`src/rtl/fetch_pkg.sv`:
```
package fetch_pkg;

  typedef enum logic [1:0] {
    ST_LOAD = 2'd0,
    ST_REQ  = 2'd1,
    ST_TAKE = 2'd2
  } step_t;

  typedef enum logic {
    ALU_PASS = 1'b0,
    ALU_ADD  = 1'b1
  } alu_op_t;

  localparam logic [7:0] OP_ADDI = 8'h01;
  localparam logic [7:0] OP_JMP  = 8'h02;

  // Number of operand bytes that follow a given opcode
  function automatic logic [1:0] operand_count(input logic [7:0] op);
    case (op)
      OP_ADDI: operand_count = 2'd1;
      OP_JMP:  operand_count = 2'd2;
      default: operand_count = 2'd0;
    endcase
  endfunction

endpackage

```
`src/rtl/fetch_ctrl.sv`:
```
module fetch_ctrl
  import fetch_pkg::*;
#(
  parameter int DATA_W = 8
) (
  input  logic              clk,
  input  logic              rst,
  input  logic [DATA_W-1:0] rdata,
  output logic              mar_load,
  output logic              rd_req,
  output logic              acc_we,
  output alu_op_t           alu_op,
  output logic              jlo_we,
  output logic              jhi_we,
  output logic [DATA_W-1:0] opcode,
  output logic              done
);

  step_t             step;
  logic [1:0]        idx;
  logic [DATA_W-1:0] opcode_q;
  logic              take;
  logic              take_opc;
  logic              last_byte;
  logic [1:0]        need;

  assign take     = (step == ST_TAKE);
  assign take_opc = take && (idx == 2'd0);
  assign need     = take_opc ? operand_count(rdata[7:0]) : operand_count(opcode_q[7:0]);
  assign last_byte = (idx == need);

  assign mar_load = (step == ST_LOAD);
  assign rd_req   = (step == ST_REQ);
  assign done     = take && last_byte;
  assign acc_we   = take && (idx == 2'd1) && (opcode_q[7:0] == OP_ADDI);
  assign alu_op   = acc_we ? ALU_ADD : ALU_PASS;
  assign jlo_we   = take && (idx == 2'd1) && (opcode_q[7:0] == OP_JMP);
  assign jhi_we   = take && (idx == 2'd2) && (opcode_q[7:0] == OP_JMP);
  assign opcode   = opcode_q;

  always_ff @(posedge clk) begin
    if (rst) begin
      step     <= ST_LOAD;
      idx      <= 2'd0;
      opcode_q <= '0;
    end else begin
      case (step)
        ST_LOAD: step <= ST_REQ;
        ST_REQ:  step <= ST_TAKE;
        default: begin
          step <= ST_LOAD;
          if (take_opc) opcode_q <= rdata;
          idx <= last_byte ? 2'd0 : idx + 2'd1;
        end
      endcase
    end
  end


  rd_single_chk: assert property (@(posedge clk) disable iff (rst)
    rd_req |=> !rd_req);


  opcode_hold_chk: assert property (@(posedge clk) disable iff (rst)
    !take_opc |=> $stable(opcode_q));


  done_in_take_chk: assert property (@(posedge clk) disable iff (rst)
    done |=> mar_load);

endmodule

```
`src/rtl/fetch_pc.sv`:
```
module fetch_pc #(
  parameter int ADDR_W = 14,
  parameter int DATA_W = 8
) (
  input  logic              clk,
  input  logic              rst,
  input  logic              mar_load,
  input  logic              jlo_we,
  input  logic              jhi_we,
  input  logic [DATA_W-1:0] rdata,
  output logic [ADDR_W-1:0] pc,
  output logic [ADDR_W-1:0] mar
);

  localparam int HI_W = ADDR_W - DATA_W;

  logic [DATA_W-1:0] jlo;

  always_ff @(posedge clk) begin
    if (rst) begin
      pc  <= '0;
      mar <= '0;
      jlo <= '0;
    end else begin
      if (mar_load) begin
        mar <= pc;
        pc  <= pc + ADDR_W'(1);
      end
      if (jlo_we) jlo <= rdata;
      if (jhi_we) pc <= {rdata[HI_W-1:0], jlo};
    end
  end


  mar_from_pc_chk: assert property (@(posedge clk) disable iff (rst)
    mar_load |=> (mar == $past(pc)));


  no_load_overlap_chk: assert property (@(posedge clk) disable iff (rst)
    !(mar_load && jhi_we));

endmodule

```
`src/rtl/fetch_alu_c.sv`:
```
module fetch_alu_c
  import fetch_pkg::*;
#(
  parameter int DATA_W = 8
) (
  input  logic              clk,
  input  logic              rst,
  input  logic              we,
  input  alu_op_t           op,
  input  logic [DATA_W-1:0] right,
  output logic [DATA_W-1:0] acc
);

  logic [DATA_W-1:0] result;

  always_comb begin
    case (op)
      ALU_ADD: result = acc + right;
      default: result = acc;
    endcase
  end

  always_ff @(posedge clk) begin
    if (rst) acc <= '0;
    else if (we) acc <= result;
  end


  acc_hold_chk: assert property (@(posedge clk) disable iff (rst)
    !we |=> $stable(acc));

endmodule

```
`src/rtl/fetch_seq.sv`:
```
module fetch_seq
  import fetch_pkg::*;
#(
  parameter int ADDR_W = 14,
  parameter int DATA_W = 8
) (
  input  logic              clk,
  input  logic              rst,
  output logic              mem_rd,
  output logic [ADDR_W-1:0] mem_addr,
  input  logic [DATA_W-1:0] mem_rdata,
  output logic [ADDR_W-1:0] pc_o,
  output logic [DATA_W-1:0] acc_o,
  output logic [DATA_W-1:0] opcode_o,
  output logic              instr_done
);

  localparam int HI_W = ADDR_W - DATA_W;

  logic    mar_load;
  logic    acc_we;
  logic    jlo_we;
  logic    jhi_we;
  alu_op_t alu_op;

  fetch_ctrl #(.DATA_W(DATA_W)) u_ctrl (
    .clk(clk), .rst(rst), .rdata(mem_rdata),
    .mar_load(mar_load), .rd_req(mem_rd), .acc_we(acc_we), .alu_op(alu_op),
    .jlo_we(jlo_we), .jhi_we(jhi_we), .opcode(opcode_o), .done(instr_done)
  );

  fetch_pc #(.ADDR_W(ADDR_W), .DATA_W(DATA_W)) u_pc (
    .clk(clk), .rst(rst), .mar_load(mar_load), .jlo_we(jlo_we),
    .jhi_we(jhi_we), .rdata(mem_rdata), .pc(pc_o), .mar(mem_addr)
  );

  fetch_alu_c #(.DATA_W(DATA_W)) u_alu (
    .clk(clk), .rst(rst), .we(acc_we), .op(alu_op),
    .right(mem_rdata), .acc(acc_o)
  );


  jump_hi_chk: assert property (@(posedge clk) disable iff (rst)
    jhi_we |=> (pc_o[ADDR_W-1:DATA_W] == $past(mem_rdata[HI_W-1:0])));


  addi_sum_chk: assert property (@(posedge clk) disable iff (rst)
    acc_we |=> (acc_o == DATA_W'($past(acc_o) + $past(mem_rdata))));

endmodule

```
`config.mk`:
```
export PLATFORM = sky130hd
export DESIGN_NAME = fetch_seq
export DESIGN_NICKNAME = d
export VERILOG_FILES = /design/src/rtl/fetch_pkg.sv /design/src/rtl/fetch_ctrl.sv /design/src/rtl/fetch_pc.sv /design/src/rtl/fetch_alu_c.sv /design/src/rtl/fetch_seq.sv
export SDC_FILE = /design/constraint.sdc
export NUM_CORES = 1
export LEC_CHECK = 0
export BUFFER_PORTS_ARGS = -buffer_cell sky130_fd_sc_hd__buf_2
export CORE_MARGIN = 4
export CORE_UTILIZATION = 38
export CTS_CLUSTER_SIZE = 10
export DETAILED_ROUTE_END_ITERATION = 10
export PLACE_DENSITY_LB_ADDON = 0.25
export SYNTH_ARGS = -nofsm -noshare
export SYNTH_HDL_FRONTEND = slang
export SYNTH_SLANG_ARGS = --single-unit
```
`constraint.sdc`:
```
create_clock -name clk -period 6.1 [get_ports clk]
set_input_delay 1.525 -clock clk [delete_from_list [all_inputs] [get_ports clk]]
set_output_delay 1.525 -clock clk [all_outputs]
set_load 0.005 [all_outputs]
```
== Word level (Yosys, flattened, before mapping) ==
Index checks and enable logic that the tools add are counted.

* Register bits: 56
* Bits in latches: 0
* RAM bits: 0
* Memory bits (read-only): 0
* Bits of input ports: 10
* Memories: 0

* Add/sub/neg operators: 3
* Multiply operators: 0
* Divide/modulo/power cells: 0
* $lt $le $gt $ge: 0
* Eq/ne operators: 9
* Shift-type cells: 0
* Muxes and demuxes: 8
* Bitwise operators: 1
* Reduce and logical (&&, ||, !) cells: 13

{| class="wikitable"
|+ Operators with widths
! cell !! count
|-
| two-way mux 14 bit || 2
|-
| == test 8 x 1 -> 1 bit (second input constant) || 2
|-
| == test 8 x 2 -> 1 bit (second input constant) || 2
|-
| adder 14 x 1 -> 14 bit (second input constant) || 1
|-
| one-hot mux 2 bit (2 select lines) || 3
|-
| adder 8 bit || 1
|-
| logical AND 1 bit || 7
|-
| == test 2 x 1 -> 1 bit (second input constant) || 2
|-
| == test 2 bit (second input constant) || 2
|-
| logical NOT 2 bit || 2
|-
| two-way mux 2 bit || 2
|-
| AND reduction 2 bit || 2
|-
| adder 2 x 1 -> 2 bit (second input constant) || 1
|-
| == test 2 bit || 1
|-
| nonzero test 2 bit || 1
|-
| OR reduction 2 bit || 1
|-
| two-way mux 1 bit || 1
|-
| inverter 1 bit || 1
|}

== Logic depth before layout (Yosys ltp) ==
Gate-level depths: netlist of the first run.

* Depth in word-level cells: 5
* Depth in mapped cells: 8
* Mapped depth without buffers: 8

== Hierarchy ==
Synthesis of the first run repeated with hierarchy kept, for this count alone.

* Cells, all modules: 304
* Area total of the unflattened synthesis: 2,795.2 um2

{| class="wikitable"
|+ By module, submodules not included
! module !! instances !! cells each !! area an instance (um2) !! sequential area each (um2)
|-
| fetch_pc || 1 || 159 || 1,526.5 || 720.7
|-
| fetch_ctrl || 1 || 73 || 665.6 || 240.2
|-
| fetch_alu_c || 1 || 72 || 603.1 || 160.2
|}

== Least setup slack after synthesis of the first run ==
Ideal clock, no wire load.

* Path type: input to output
* Start: input port mem_rdata[2]
* End: output port instr_done
* Arrival time: 2.546 ns
* Data required time: 4.575 ns
* Path slack: 2.029 ns
* Stages: 5
* Path buffers: 0
* Cells stage by stage: nor4_1 and3_1 nor3_1 nor4b_4 and3b_1

* Longest elaborated chain between the ends: 5

{| class="wikitable"
|+ Ends and longest elaborated chain
! what !! RTL line !! text
|-
| from (decl) || fetch_seq.sv:11 || <nowiki>input logic [DATA_W-1:0] mem_rdata,</nowiki>
|-
| == test 8 x 2 -> 1 bit or == test 8 x 1 -> 1 bit (tied branches) || fetch_pkg.sv:19 || <nowiki>case (op)</nowiki>
|-
| one-hot mux 2 bit (2 select lines) * || fetch_pkg.sv:19 ||
|-
| two-way mux 2 bit * || fetch_ctrl.sv:29 || <nowiki>assign need = take_opc ? operand_count(rdata[7:0]) : operand_count(opcode_q[7:0]);</nowiki>
|-
| == test 2 bit * || fetch_ctrl.sv:30 || <nowiki>assign last_byte = (idx == need);</nowiki>
|-
| logical AND 1 bit * || fetch_ctrl.sv:34 || <nowiki>assign done = take && last_byte;</nowiki>
|-
| to (decl) || fetch_seq.sv:15 || <nowiki>output logic instr_done</nowiki>
|}

Every way passes the cells marked *; elsewhere a longest branch is shown, timed or not.

== Worst setup path in the final report of the first run ==
Same ends and word-level chain as after synthesis.

==> qor.csv, run 1 <==
stage,metric,value,unit
route,viasPerCell,5.16,
timing,worst_pin_slew,1080,ps
global_routing,antenna_found_initial,0,
worst_setup_path,crit_fanout,5,
floorplan,placementRows,30,
floorplan,die_h,92.7,um
placed_design,portBuffers,55,
floorplan,die_w,92.7,um
timing,max_freq,223,MHz
synth,synthCells,328,
floorplan,core,6870,sq um
placed_design,place_inst,465,
placed_design,post-place-ws,1620,ps
route,wl_per_cell,14.1,um
worst_setup_path,cp-start-kind,input port,
clock_tree,clockBufferDepth,2,
synth,seq_area_frac_synth,0.411,
clock_tree,ctsHoldBuffers,0,
route,via_count,2443,
worst_setup_path,crit_path_end_kind,output port,
layout,num-fill-cells,719,
clock_tree,cts_setup_buffers,0,
layout,final_cell_mix,"dfxtp_1 (56), buf_2 (55), nand2_1 (50)",
timing,whs,456,ps
clock_tree,clk_latency,320,ps
clock_tree,cts_max_level,2,
power_and_ir_drop,peakVddDrop,0.0000913,V
synth,syn-num-nets,350,
power_and_ir_drop,total_power,0.000657,W
global_routing,grt_pass1_wl,11300,um
synth,synth-main-ff-cell,dfxtp_1,
clock_tree,cts_resized,0,
synth,ys_ff_latch,56,
placed_design,gp_congestion,0.818,
clock_tree,path_clk_slew,100,ps
clock_tree,cts_buffers,5,
layout,area_growth,15.6,%
global_routing,gr-total-overflow,0,
floorplan,initial_utilization,0.397,
layout,nets,398,
route,detail-route-antenna-nets,0,
layout,mostFrequentLayoutCell,dfxtp_1,
floorplan,die_area,8600,sq um
timing,period_share,0.737,
global_routing,grt_max_degree,59,
floorplan,pin_count,56,
synth,yosysWarningCount,0,
timing,period_minus_slack,4490,ps
worst_setup_path,path_class,in -> out,
synth,netlist_area,2730,sq um
clock_tree,cts_tree,built,
timing,fin_setup_tns,0,ps
timing,setup_slack,1610,ps
synth,ys_types,50,
min_path,hp-class,reg -> reg,
clock_tree,clock-root-buffer,clkbuf_8,
synth,async_flop_share,0,
flow_run,drv_cap,0,
global_routing,first_global_vias,2303,
global_routing,gr-usage-all-layers,0.162,
timing,maxSlewViolCount,0,
timing,max-slew-margin-rel,0.278,
route,wl,6660,um
layout,final_cells,473,
timing,hold_viol_final,0,
route,drc_errors,0,
status,status,"complete, no violations",
worst_setup_path,arrival,2970,ps
layout,num_antenna_cells,0,
synth,synth_edf_count,0,
power_and_ir_drop,cellLeakagePower,1.39,nW
worst_setup_path,required,4580,ps
synth,syn_area_per_cell,8.32,sq um
placed_design,hpwl,4800,um
timing,rsz0062_at_grt,no,
clock_tree,clock_sinks,56,
route,dr.pass1.iters,4,
timing,final.setup_skew,9.08,ps
power_and_ir_drop,powerDensity,208,nW/um^2
layout,drive_gt1_frac,0.191,
timing,setup_viol,0,
route,drt_iter0_drc,129,
-- through the flow --
step,util,instance area (sq um)
6_report,0.459,3150
5_1_grt,0.459,3150
4_1_cts,0.459,3150
3_5_place_dp,0.446,3060
3_3_place_gp,0.446,3060
2_1_floorplan,-,2730
-- final cells by class --
type / instances / area [sq um] / share of cell area
repair buffers: 56 / 283 / 0.0896
multi-input cells: 246 / 1500 / 0.475
inverters: 11 / 41.3 / 0.0131
flip-flops and latches: 56 / 1120 / 0.355
clock buffers: 5 / 68.8 / 0.0218
clock inverters: 3 / 22.5 / 0.00714
well taps: 96 / 120 / 0.0381
-- per-layer routing --
metal  part of all wire  vias to the layer above  track usage
met4              0.015                        0       0.0488
met3              0.051                        9       0.0374
li1                   -                     1246            -
met2               0.46                       63        0.265
met1               0.47                     1125        0.212
met5                  0                        -            0
-- cell usage after synthesis, types with 2 or more instances --
cell,n,area (sq um)
and3b_1,3,26.3
clkbuf_1,8,30.0
nand3_1,13,65.1
nor4b_1,2,17.5
nor4_1,2,12.5
nand4_2,2,25.0
nand2_1,50,188
a211oi_1,4,30.0
dfxtp_1,56,1120
xor2_1,2,17.5
a32oi_1,2,17.5
and2_1,2,12.5
buf_1,2,7.51
ha_1,11,138
nor2b_1,6,37.5
buf_2,4,20.0
nand4_1,2,12.5
o21ai_0,8,40.0
xnor2_1,2,17.5
a21oi_1,45,225
nor2_1,36,135
and4_1,4,35.0
and3_1,2,12.5
or3_1,3,18.8
nor3_1,6,30.0
inv_1,11,41.3
o21a_1,4,30.0
o211ai_1,5,37.5
mux2i_1,10,100
-- cell families after synthesis --
family                   synth area share
flip-flops                          0.411
multiplexers                       0.0408
AND/OR/NAND/NOR                     0.267
buffers and inverters              0.0404
AO/OA/AOI/OAI                       0.171
XOR/XNOR                           0.0128
adder cells (fa/ha/maj)            0.0578
-- critical path: stages --
cell     delay (ps)
buf_2           140
nor4_1          360
and3_1          240
nor3_1           70
nor4b_4         330
and3b_1         190
buf_2           110
-- final timing paths --
path / end / startpoint / slack, ps / cells past startpoint
setup / recovery: instr_done / mem_rdata[2] / 1610 / 7
hold / removal: u_pc.mar[6] / u_pc.mar[6] / 460 / 2
setup reg to reg: u_alu.acc[6] / u_ctrl.idx[1] / 4060 / 6
hold reg to reg: u_pc.mar[6] / u_pc.mar[6] / 460 / 2
-- registers in the layout (all words and copies together) (netlist names) --
register	flops
u_alu.acc	8
u_ctrl.idx	2
u_ctrl.opcode	8
u_ctrl.step	2
u_pc.jlo	8
u_pc.mar	14
u_pc.pc	14
-- power breakdown --
group	switching (W)	internal, W
clock network	0.000127	0.0000826
registers	0.00000900	0.000373
logic	0.0000411	0.0000248
total	0.000178	0.000480
Power figures use the tool's default switching activity.
==> run 2: changes to the inputs <==
Settings changed: ABC_AREA set to 1.
Clock period 6.1 ns to 3.7 ns, I/O delays scaled along.
==> run 2 against run 1 <==
  * Cell area up 5.3%
  * Synthesized area grew 5.8%
  * Largest power group unchanged
  * Synthesized cell count rose by 22%
  * Clock skew is 0.89 ps higher
  * Worst setup slack worse by 780 ps
==> qor.csv, run 2 <==
stage,metric,value,unit,change
timing,fin_setup_tns,0,ps,unchanged
layout,nets,470,,+18%
synth,ys_ff_latch,56,,unchanged
global_routing,grt_pass1_wl,11900,um,+6.0%
floorplan,initial_utilization,0.394,,-0.00351
layout,area_growth,15.0,%,
synth,ys_types,33,,-34%
global_routing,grt_max_degree,36,,-39%
clock_tree,ctsHoldBuffers,0,,unchanged
layout,mostFrequentLayoutCell,nand2_1,,
clock_tree,cts_max_level,2,,unchanged
synth,synth_top_cell_area_share,0.388,,-0.0224
layout,final_cell_mix,"nand2_1 (72), dfxtp_1 (56), buf_2 (55)",,
floorplan,die_h,95.2,um,+2.6%
global_routing,gr-total-overflow,0,,unchanged
route,drt_iter0_drc,149,,+16%
placed_design,portBuffers,55,,unchanged
worst_setup_path,cp-start-kind,input port,,
global_routing,first_global_vias,2471,,+7.3%
power_and_ir_drop,swShare,0.297,,+0.0266
power_and_ir_drop,clockPowerShare,0.310,,-0.010
worst_setup_path,worstRegToRegCells,8,,+2
worst_setup_path,crit_fanout,3,,-2
power_and_ir_drop,pwr-share-seq,0.552,,-0.028
status,status,"complete, no violations",,
layout,top_regs,"u_pc.mar (14), u_pc.pc (14)",,
synth,synth_area_leader_cell,dfxtp_1,,
flow_run,drv_cap,0,,unchanged
route,wl_per_cell,13.4,um,-5.2%
placed_design,hpwl,5500,um,+15%
worst_setup_path,arrival,1950,ps,-1020 ps
clock_tree,cts_buffers,5,,unchanged
power_and_ir_drop,powerDensity,353,nW/um^2,+69%
clock_tree,clock_sinks,56,,unchanged
synth,synthCells,399,,+22%
route,detail-route-antenna-nets,0,,unchanged
route,dr.pass1.iters,4,,unchanged
worst_setup_path,r2r_setup_slack,1740,ps,-2320 ps
route,via_count,2669,,+9.3%
timing,period_share,0.777,,
clock_tree,clock-root-buffer,clkbuf_8,,
synth,syn_area_per_cell,7.23,sq um,-13%
worst_setup_path,crit_path_end_kind,output port,,
timing,max_freq,348,MHz,
layout,drive_gt1_frac,0.216,,+0.0251
synth,yosysWarningCount,0,,unchanged
power_and_ir_drop,switchingPower,0.000348,W,+96%
min_path,hold_depth,2,,unchanged
route,drc_errors,0,,unchanged
worst_setup_path,required,2770,ps,-1810 ps
timing,max-slew-margin-rel,0.514,,+0.236
timing,maxSlewViolCount,0,,unchanged
timing,rsz0062_at_grt,no,,
timing,period_minus_slack,2880,ps,
timing,setup_viol,0,,unchanged
clock_tree,cts_setup_buffers,0,,unchanged
timing,worst_pin_slew,728,ps,-355 ps
worst_setup_path,path_class,in -> out,,
min_path,holdPathEnd,u_ctrl.opcode[5],,
floorplan,pin_count,56,,unchanged
worst_setup_path,r2r_start,u_ctrl.step[1],,
synth,syn-num-nets,421,,+20%
power_and_ir_drop,cellLeakagePower,1.56,nW,+12%
synth,ys_top_cells_by_count,"nand2_1 (72), dfxtp_1 (56), inv_1 (50), a21oi_1 (37)",,
min_path,worstHoldStart,u_ctrl.opcode[5],,
layout,final_core_util,0.453,,-0.00622
route,viasPerCell,4.87,,-5.7%
global_routing,top_usage_layer,met2,,
timing,setup_slack,824,ps,-784 ps
clock_tree,cts_tree,built,,
layout,num_antenna_cells,0,,unchanged
clock_tree,cts_resized,0,,unchanged
placed_design,post-place-ws,834,ps,-790 ps
global_routing,gr-usage-met2,0.280,,+0.0158
power_and_ir_drop,peakVddDrop,0.000177,V,+94%
global_routing,gr-usage-all-layers,0.168,,+0.00619
synth,netlist_area,2890,sq um,+5.8%
synth,yosys.cell_count.top_type,nand2_1,,
placed_design,gp_congestion,0.870,,+6.4%
worst_setup_path,r2r_end,u_pc.pc[4],,
global_routing,grtUsageMet3,0.0324,,-0.00501
synth,synth_edf_count,0,,unchanged
route,wl,7320,um,+9.8%
clock_tree,clk_latency,320,ps,about the same
timing,hold_viol_final,0,,unchanged
power_and_ir_drop,pwr-share-comb,0.138,,+0.038
synth,yosys-top-cells-area,"dfxtp_1 (39%), nand2_1 (9.4%), inv_1 (6.5%), a21oi_1 (6.4%), o21ai_0 (5.7%)",,
clock_tree,path_clk_slew,100,ps,about the same
global_routing,grtUsageMet1,0.222,,+0.00947
synth,synth-main-ff-cell,dfxtp_1,,
power_and_ir_drop,internal-power,0.000825,W,+72%
synth,seq_area_frac_synth,0.388,,-0.0224
floorplan,die_area,9050,sq um,+5.3%
min_path,hp-class,reg -> reg,,
timing,final.setup_skew,9.97,ps,+0.890 ps
global_routing,antenna_found_initial,0,,unchanged
clock_tree,clockBufferDepth,2,,unchanged
floorplan,die_w,95.2,um,+2.6%
synth,async_flop_share,0,,unchanged
floorplan,placementRows,31,,+3.3%
floorplan,core,7330,sq um,+6.7%
run 2: changes by cell type in the layout (fill, tap and decap cells not counted), sizes merged, moves of 5 or more:
cell | previous run | this run
nor2b | 6 | 0
xor2 | 2 | 8
inv | 12 | 64
a21oi | 45 | 39
nor2 | 36 | 41
mux2i | 10 | 0
o21ai | 9 | 41
nand2 | 50 | 77
nand3 | 13 | 19
run 2: kinds of logic after synthesis:
logic type / count (synthesis) / share of synthesized area
flops: 56 / 0.388
xor+xnor: 11 / 0.0334
buf+inv: 78 / 0.107
compound gates: 96 / 0.182
simple gates: 146 / 0.235
fa+ha+maj: 12 / 0.0546
run 2: area by class of cell:
cell class,instances,area [sq um]
flip-flops and latches,56,1120
clock buffers,5,68.8
inverters,64,240
clock inverters,3,27.5
fillers,739,4010
well taps,99,124
repair buffers,56,283
multi-input cells,265,1460
run 2: power groups by stage:
stage / clock network (W) / logic (W) / registers [W]
global placement: 0 / 0.000161 / 0.000661
global route: 0.000398 / 0.000185 / 0.000652
CTS: 0.000375 / 0.000163 / 0.000648
detailed placement: 0 / 0.000163 / 0.000662
finish: 0.000364 / 0.000162 / 0.000648
floorplan: 0 / 0.000107 / 0.000659
run 2: worst max-delay path by stage:
stage                     slack [ps]          start    endpoint
after floorplan                 1200   mem_rdata[3]  instr_done
after global placement           860   mem_rdata[3]  instr_done
after detailed placement         830   mem_rdata[3]  instr_done
after CTS                        820  u_ctrl.idx[0]  instr_done
after global routing             620  u_ctrl.idx[0]  instr_done
final                            820   mem_rdata[3]  instr_done
run 2: metrics by stage:
stage	hold slack [ps]	instances	instance area (sq um)	power, W
after floorplan	430	399	2890	0.000766
after global placement	443	540	3220	0.000822
after detailed placement	449	540	3220	0.000824
after CTS	464	548	3320	0.00119
after global routing	477	548	3320	0.00123
final	463	548	3320	0.00117
run 2: worst max-delay path, cell delays in order:
cell and delay, ps:
buf_2 120, inv_1 100, nand2_1 80, nor3_1 180
nand2_1 100, nand2_1 70, nand2_1 50, nand2_1 70
nand2_2 70, nor2_1 80, buf_2 110
run 2: layer usage:
metal  part of all wire  routed length, um
met1               0.47               3430
met2               0.47               3420
met3              0.051                371
met4              0.014                 99
met5                  0                  0
